<file path="src/rtl/rmii_tx_pkg.sv">
package rmii_tx_pkg;

  typedef enum logic [2:0] {
    PH_IDLE, PH_PRE, PH_DATA, PH_PAD, PH_FCS, PH_GAP
  } tx_phase_e;

  localparam logic [31:0] CRC_POLY_REFL = 32'hEDB88320;

  // One entry of the nibble table: four reflected shift steps on the index.
  function automatic logic [31:0] crc_lut_entry(input logic [3:0] idx);
    logic [31:0] c;
    c = {28'd0, idx};
    for (int k = 0; k < 4; k++)
      c = c[0] ? ((c >> 1) ^ CRC_POLY_REFL) : (c >> 1);
    return c;
  endfunction

  // Table index for one nibble step.
  function automatic logic [3:0] crc_nib_index(input logic [31:0] crc,
                                               input logic [3:0] nib);
    return crc[3:0] ^ nib;
  endfunction

endpackage

</file>
<file path="src/rtl/rmii_tx_dibit_timer.sv">
module rmii_tx_dibit_timer #(
  parameter int DIBIT_CLKS = 10
) (
  input  logic clk,
  input  logic rst_n,
  input  logic run,
  output logic dibit_end
);
  localparam int CW = (DIBIT_CLKS > 1) ? $clog2(DIBIT_CLKS) : 1;
  localparam logic [CW-1:0] LAST = CW'(DIBIT_CLKS - 1);

  logic [CW-1:0] cnt;

  assign dibit_end = run && (cnt == LAST);

  always_ff @(posedge clk) begin
    if (!rst_n || !run) cnt <= '0;
    else if (cnt == LAST) cnt <= '0;
    else cnt <= cnt + 1'b1;
  end
endmodule

</file>
<file path="src/rtl/rmii_tx_crc_unit.sv">
module rmii_tx_crc_unit
  import rmii_tx_pkg::*;
(
  input  logic        clk,
  input  logic        rst_n,
  input  logic        init,
  input  logic        en,
  input  logic [7:0]  din,
  output logic [31:0] crc_q
);
  logic [31:0] lut [16];
  logic [31:0] mid, nxt;

  for (genvar g = 0; g < 16; g++) begin : g_lut
    assign lut[g] = crc_lut_entry(4'(g));
  end

  // Low nibble first, then high nibble.
  always_comb begin
    mid = lut[crc_nib_index(crc_q, din[3:0])] ^ (crc_q >> 4);
    nxt = lut[crc_nib_index(mid, din[7:4])] ^ (mid >> 4);
  end

  always_ff @(posedge clk) begin
    if (!rst_n || init) crc_q <= '1;
    else if (en) crc_q <= nxt;
  end
endmodule

</file>
<file path="src/rtl/rmii_tx10.sv">
module rmii_tx10
  import rmii_tx_pkg::*;
#(
  parameter int DIBIT_CLKS      = 10,
  parameter int PREAMBLE_DIBITS = 31,
  parameter int MIN_BYTES       = 60,
  parameter int GAP_CLKS        = 500
) (
  input  logic       clk,
  input  logic       rst_n,
  input  logic       in_valid,
  input  logic [7:0] in_data,
  input  logic       in_last,
  output logic       in_ready,
  output logic [1:0] txd,
  output logic       tx_en,
  output logic       busy
);
  localparam int DCW = (PREAMBLE_DIBITS + 1 > 16) ? $clog2(PREAMBLE_DIBITS + 1) : 4;
  localparam int BCW = $clog2(MIN_BYTES + 1);
  localparam int GCW = (GAP_CLKS > 1) ? $clog2(GAP_CLKS + 1) : 1;
  localparam logic [DCW-1:0] SFD_IDX  = DCW'(PREAMBLE_DIBITS);
  localparam logic [DCW-1:0] BYTE_END = DCW'(3);
  localparam logic [DCW-1:0] FCS_END  = DCW'(15);
  localparam logic [BCW-1:0] MIN_CNT  = BCW'(MIN_BYTES);
  localparam logic [GCW-1:0] GAP_LOAD = GCW'(GAP_CLKS - 1);

  tx_phase_e      phase;
  logic [DCW-1:0] dcnt;
  logic [31:0]    sr;
  logic [BCW-1:0] bcnt;
  logic           last_q;
  logic [GCW-1:0] gap_cnt;
  logic [31:0]    crc_q;

  // Named internal events.
  logic running, dibit_end, sfd_end, byte_end, byte_slot;
  logic take, pad_load, crc_init, crc_en;
  logic [7:0] crc_byte;

  assign running = (phase == PH_PRE) || (phase == PH_DATA) ||
                   (phase == PH_PAD) || (phase == PH_FCS);

  rmii_tx_dibit_timer #(.DIBIT_CLKS(DIBIT_CLKS)) timer_i (
    .clk(clk), .rst_n(rst_n), .run(running), .dibit_end(dibit_end)
  );

  always_comb begin
    sfd_end   = dibit_end && (phase == PH_PRE) && (dcnt == SFD_IDX);
    byte_end  = dibit_end && ((phase == PH_DATA) || (phase == PH_PAD)) &&
                (dcnt == BYTE_END);
    byte_slot = sfd_end || byte_end;
    in_ready  = sfd_end || (byte_end && (phase == PH_DATA) && !last_q);
    take      = in_ready && in_valid;
    pad_load  = byte_slot && !take && (bcnt < MIN_CNT);
    crc_init  = (phase == PH_IDLE) && in_valid;
    crc_en    = take || pad_load;
    crc_byte  = take ? in_data : 8'h00;
  end

  rmii_tx_crc_unit crc_i (
    .clk(clk), .rst_n(rst_n), .init(crc_init), .en(crc_en),
    .din(crc_byte), .crc_q(crc_q)
  );

  always_comb begin
    tx_en = running;
    busy  = (phase != PH_IDLE);
    if (phase == PH_PRE) txd = (dcnt == SFD_IDX) ? 2'b11 : 2'b01;
    else if (phase == PH_DATA || phase == PH_PAD || phase == PH_FCS) txd = sr[1:0];
    else txd = 2'b00;
  end

  always_ff @(posedge clk) begin
    if (!rst_n) begin
      phase   <= PH_IDLE;
      dcnt    <= '0;
      sr      <= '0;
      bcnt    <= '0;
      last_q  <= 1'b0;
      gap_cnt <= '0;
    end else begin
      case (phase)
        PH_IDLE: if (in_valid) begin
          phase  <= PH_PRE;
          dcnt   <= '0;
          bcnt   <= '0;
          last_q <= 1'b0;
        end
        PH_GAP: begin
          if (gap_cnt == '0) phase <= PH_IDLE;
          else gap_cnt <= gap_cnt - 1'b1;
        end
        default: begin
          if (byte_slot) begin
            dcnt <= '0;
            if (take) begin
              sr     <= {24'd0, in_data};
              last_q <= in_last;
              phase  <= PH_DATA;
              if (bcnt != MIN_CNT) bcnt <= bcnt + 1'b1;
            end else if (pad_load) begin
              sr    <= '0;
              phase <= PH_PAD;
              bcnt  <= bcnt + 1'b1;
            end else begin
              sr    <= ~crc_q;
              phase <= PH_FCS;
            end
          end else if (dibit_end) begin
            if (phase == PH_FCS && dcnt == FCS_END) begin
              phase   <= PH_GAP;
              gap_cnt <= GAP_LOAD;
            end else begin
              dcnt <= dcnt + 1'b1;
              sr   <= sr >> 2;
            end
          end
        end
      endcase
    end
  end
endmodule

</file>
<file path="config.mk">
export PLATFORM = sky130hd
export DESIGN_NAME = rmii_tx10
export DESIGN_NICKNAME = d
export VERILOG_FILES = /design/src/rtl/rmii_tx_pkg.sv /design/src/rtl/rmii_tx_dibit_timer.sv /design/src/rtl/rmii_tx_crc_unit.sv /design/src/rtl/rmii_tx10.sv
export SDC_FILE = /design/constraint.sdc
export NUM_CORES = 1
export LEC_CHECK = 0
export BUFFER_PORTS_ARGS = -buffer_cell sky130_fd_sc_hd__clkbuf_2
export CORE_ASPECT_RATIO = 0.6
export CORE_MARGIN = 4
export CORE_UTILIZATION = 25
export DETAILED_ROUTE_END_ITERATION = 6
export GPL_ROUTABILITY_DRIVEN = 0
export SLEW_MARGIN = 20
export SYNTH_ARGS = -nofsm -noshare
export SYNTH_HDL_FRONTEND = slang
export SYNTH_SLANG_ARGS = --single-unit
export TNS_END_PERCENT = 30
</file>
<file path="constraint.sdc">
create_clock -name clk -period 2.4 [get_ports clk]
set_input_delay 0.48 -clock clk [delete_from_list [all_inputs] [get_ports clk]]
set_output_delay 0.48 -clock clk [all_outputs]
set_load 0.005 [all_outputs]
</file>
==> results.json <==
{
  "setup_viol": 6,
  "period_share_pct": 102,
  "rsz0062_at_grt": "yes",
  "fin_worst_skew_ps": 8.63,
  "clockRootBuffer": "clkbuf_16",
  "slew_headroom_pct": 61.8,
  "first_global_vias": 4215,
  "fmax_mhz": 408,
  "worstMarginPinSlew_ps": 571,
  "finalPower_w": 0.00337,
  "first_pass_iters": 5,
  "grt_max_degree": 60,
  "fin_nets": 729,
  "cts_sinks": 92,
  "drc_errors": 0,
  "cts_tree": "yes",
  "drt_iter0_markers": 387,
  "wl_per_cell_microns": 15.3,
  "vias_per_cell": 4.71,
  "nFillCells": 2198,
  "p_sw_w": 0.000794,
  "die_area_sq_um": 24100,
  "drv_cap": 0,
  "start_util_pct": 25.6,
  "p_clk_share_pct": 47.3,
  "n_antenna_cell": 0,
  "setup_tns_ps": -221,
  "place_inst": 967,
  "h-tree-depth": 3,
  "combPwrFrac_pct": 7.1,
  "worstPathArrival_ps": 2680,
  "intPower_w": 0.00257,
  "yosysUniqueCellTypes": 55,
  "pwr-share-seq_pct": 45.6,
  "cp-end-kind": "flop",
  "hold_buffers": 0,
  "drive_gt1_share_pct": 21.0,
  "grtUsageTotal_pct": 12.7,
  "p_per_area_nw_per_um2": 492,
  "p_leak_nw": 2.50,
  "violations": "negative setup slack",
  "rows": 41,
  "synth_nets": 678,
  "drtAntennaViolNets": 0,
  "finalHoldViolations": 0,
  "synth_async_sr_flop_share_pct": 0,
  "finalWorstSetupSlack_ps": -52.5,
  "worst-setup-path-type": "flop to flop",
  "yosys.area.top_type": "dfxtp_1",
  "io_buffers": 16,
  "placed_cell_area_sq_um": 6230,
  "path_clk_slew_ps": 70,
  "worst_hold_slack_ps": 453,
  "avgSynthCellArea_sq_um": 8.21,
  "cts_buffer_depth": 2,
  "outcome": "complete, but fails checks",
  "holdPathStages": 2,
  "vias": 4680,
  "antenna_found_initial": 0,
  "critPathMaxFanout": 6,
  "clk_latency_ps": 350,
  "totalWireLength_microns": 15200,
  "die_w_microns": 198,
  "synth_top_area_share_pct": 34.1,
  "dp_hpwl_microns": 10900,
  "cp-start-kind": "flop",
  "grt_pass1_wl_microns": 24000,
  "cts_buffers": 9,
  "ys_seq_area_share_pct": 34.1,
  "synth_edf_count": 0,
  "hold_class": "flop to flop",
  "syn_inst": 658,
  "synth_seq_cells": 92,
  "synth_top_flop_cell": "dfxtp_1",
  "fin_area_sq_um": 6840,
  "die_h_microns": 122,
  "vdd_drop_max_v": 0.000345,
  "cp.required_ps": 2630,
  "period_minus_slack_ps": 2450,
  "ios": 17,
  "ff2ff_path_depth": 10,
  "stdcell_count": 993,
  "core-area_sq_um": 21100,
  "overflow": 0,
  "ys_top_cells_by_area": "dfxtp_1, xnor2_1, o21ai_0",
  "drv_slew": 0,
  "yosys_warnings": 0,
  "p_sw_share_pct": 23.6,
  "syn2layout_area_growth_pct": 26.6,
  "synth_area_sq_um": 5410
}
cells in the final DEF, fill, tap and decap left out, types with 3 or more instances in the layout:
master / count
a21oi_1: 42
ha_1: 6
a31oi_1: 3
nand3_1: 7
nor3_1: 12
buf_6: 6
a211o_1: 3
buf_4: 67
clkbuf_16: 10
nand4_1: 14
xnor2_2: 5
nor2b_1: 12
o21a_1: 4
buf_12: 4
nand2_1: 46
and3_1: 4
nor2_4: 3
xor2_1: 35
or3_1: 3
o211ai_1: 25
and2_1: 9
xor2_2: 4
a21boi_0: 6
o21ai_0: 72
o21ai_1: 22
dfxtp_1: 90
xnor2_1: 78
inv_1: 8
a21boi_1: 10
clkbuf_2: 16
nor2_1: 33
synthesized netlist by cell type (all sizes together), types with 2 or more instances:
master  count
o22ai       2
nand4      14
nand2b      4
or3         3
nor2b      12
a22oi       2
or4         2
ha          8
nor2       37
nand2      48
nand3       7
xnor3       2
xnor2      85
inv         9
xor2       40
a31oi       3
o21ai      96
mux2i       2
a211o       3
dfxtp      92
and2        9
o21a        4
buf        12
nor3       13
and3        7
clkbuf     42
a21oi      44
a21boi     16
o211ai     25
worst max-delay path, cell delays in order, from the launching register on:
cell	delay [ps]
dfxtp_2	360
ha_4	130
and3_4	190
ha_4	130
and4bb_2	270
a31o_4	150
nand4_1	170
xor2_2	230
xnor3_1	460
xor2_1	160
a31oi_1	90
per-stage QoR:
step | setup WS [ps] | utilization (%)
final | -52.5 | 32.4
after global routing | -149 | 32.4
after CTS | -65.4 | 31.4
after detailed placement | -166 | 29.5
after global placement | -93.9 | 29.5
after floorplan | -81.3 | -
worst paths after layout:
| check | from | slack (ps) | endpoint |
|---|---|---|---|
| max | dcnt[1]$_SDFFE_PN0P_ | -50 | crc_i.crc_q[22]$_SDFFE_PP1P_ |
| min | sr[5]$_SDFFE_PN0P_ | 450 | sr[5]$_SDFFE_PN0P_ |
| max reg2reg | dcnt[1]$_SDFFE_PN0P_ | -50 | crc_i.crc_q[22]$_SDFFE_PP1P_ |
| min reg2reg | sr[5]$_SDFFE_PN0P_ | 450 | sr[5]$_SDFFE_PN0P_ |
routing by layer:
layer / track usage, % / wire length [microns] / vias to the layer above
met2: 15.5 / 5530 / 119
met4: 3.27 / 146 / 0
li1: - / - / 2362
met1: 21.2 / 8560 / 2189
met5: 0 / 0 / -
met3: 3.21 / 975 / 10
final cells by class:
cell class	count	area (sq um)	area share (%)
clock buffer	10	239	3.49
inverter	9	33.8	0.494
clock inverter	6	92.6	1.35
sequential	92	1840	26.9
multi-input combinational	503	3530	51.6
timing repair buffer	94	756	11.0
tap	279	349	5.10
registers in the layout, summed over array words and instances, names as in the netlist:
name,count
phase,3
dcnt,5
gap_cnt,9
bcnt,6
last_q,1
sr,32
timer_i.cnt,4
crc_i.crc_q,32
logic make-up after synthesis:
family,Yosys count,share of synthesized area (%)
fa+ha+maj,8,1.85
mux,2,0.370
buf+inv,63,4.79
flops,92,34.1
xor+xnor,127,21.7
simple gates,162,14.9
compound gates,204,22.3
power groups by stage:
stage	clock network, W	registers (W)	logic, W
3_3_place_gp	0	0.00157	0.000226
4_1_cts	0.00162	0.00153	0.000227
5_1_grt	0.00168	0.00154	0.000259
3_5_place_dp	0	0.00157	0.000224
2_1_floorplan	0	0.00157	0.000148
6_report	0.00159	0.00154	0.000239
timing repair:
action | 4_1_cts | 5_1_grt
buffers inserted | 4 | 5
endpoints found under the setup margin | 60 | 66
gates resized for setup | 14 | 47
cloned | 0 | 1
pin swaps | 9 | 23
Power figures use the tool's default switching activity.
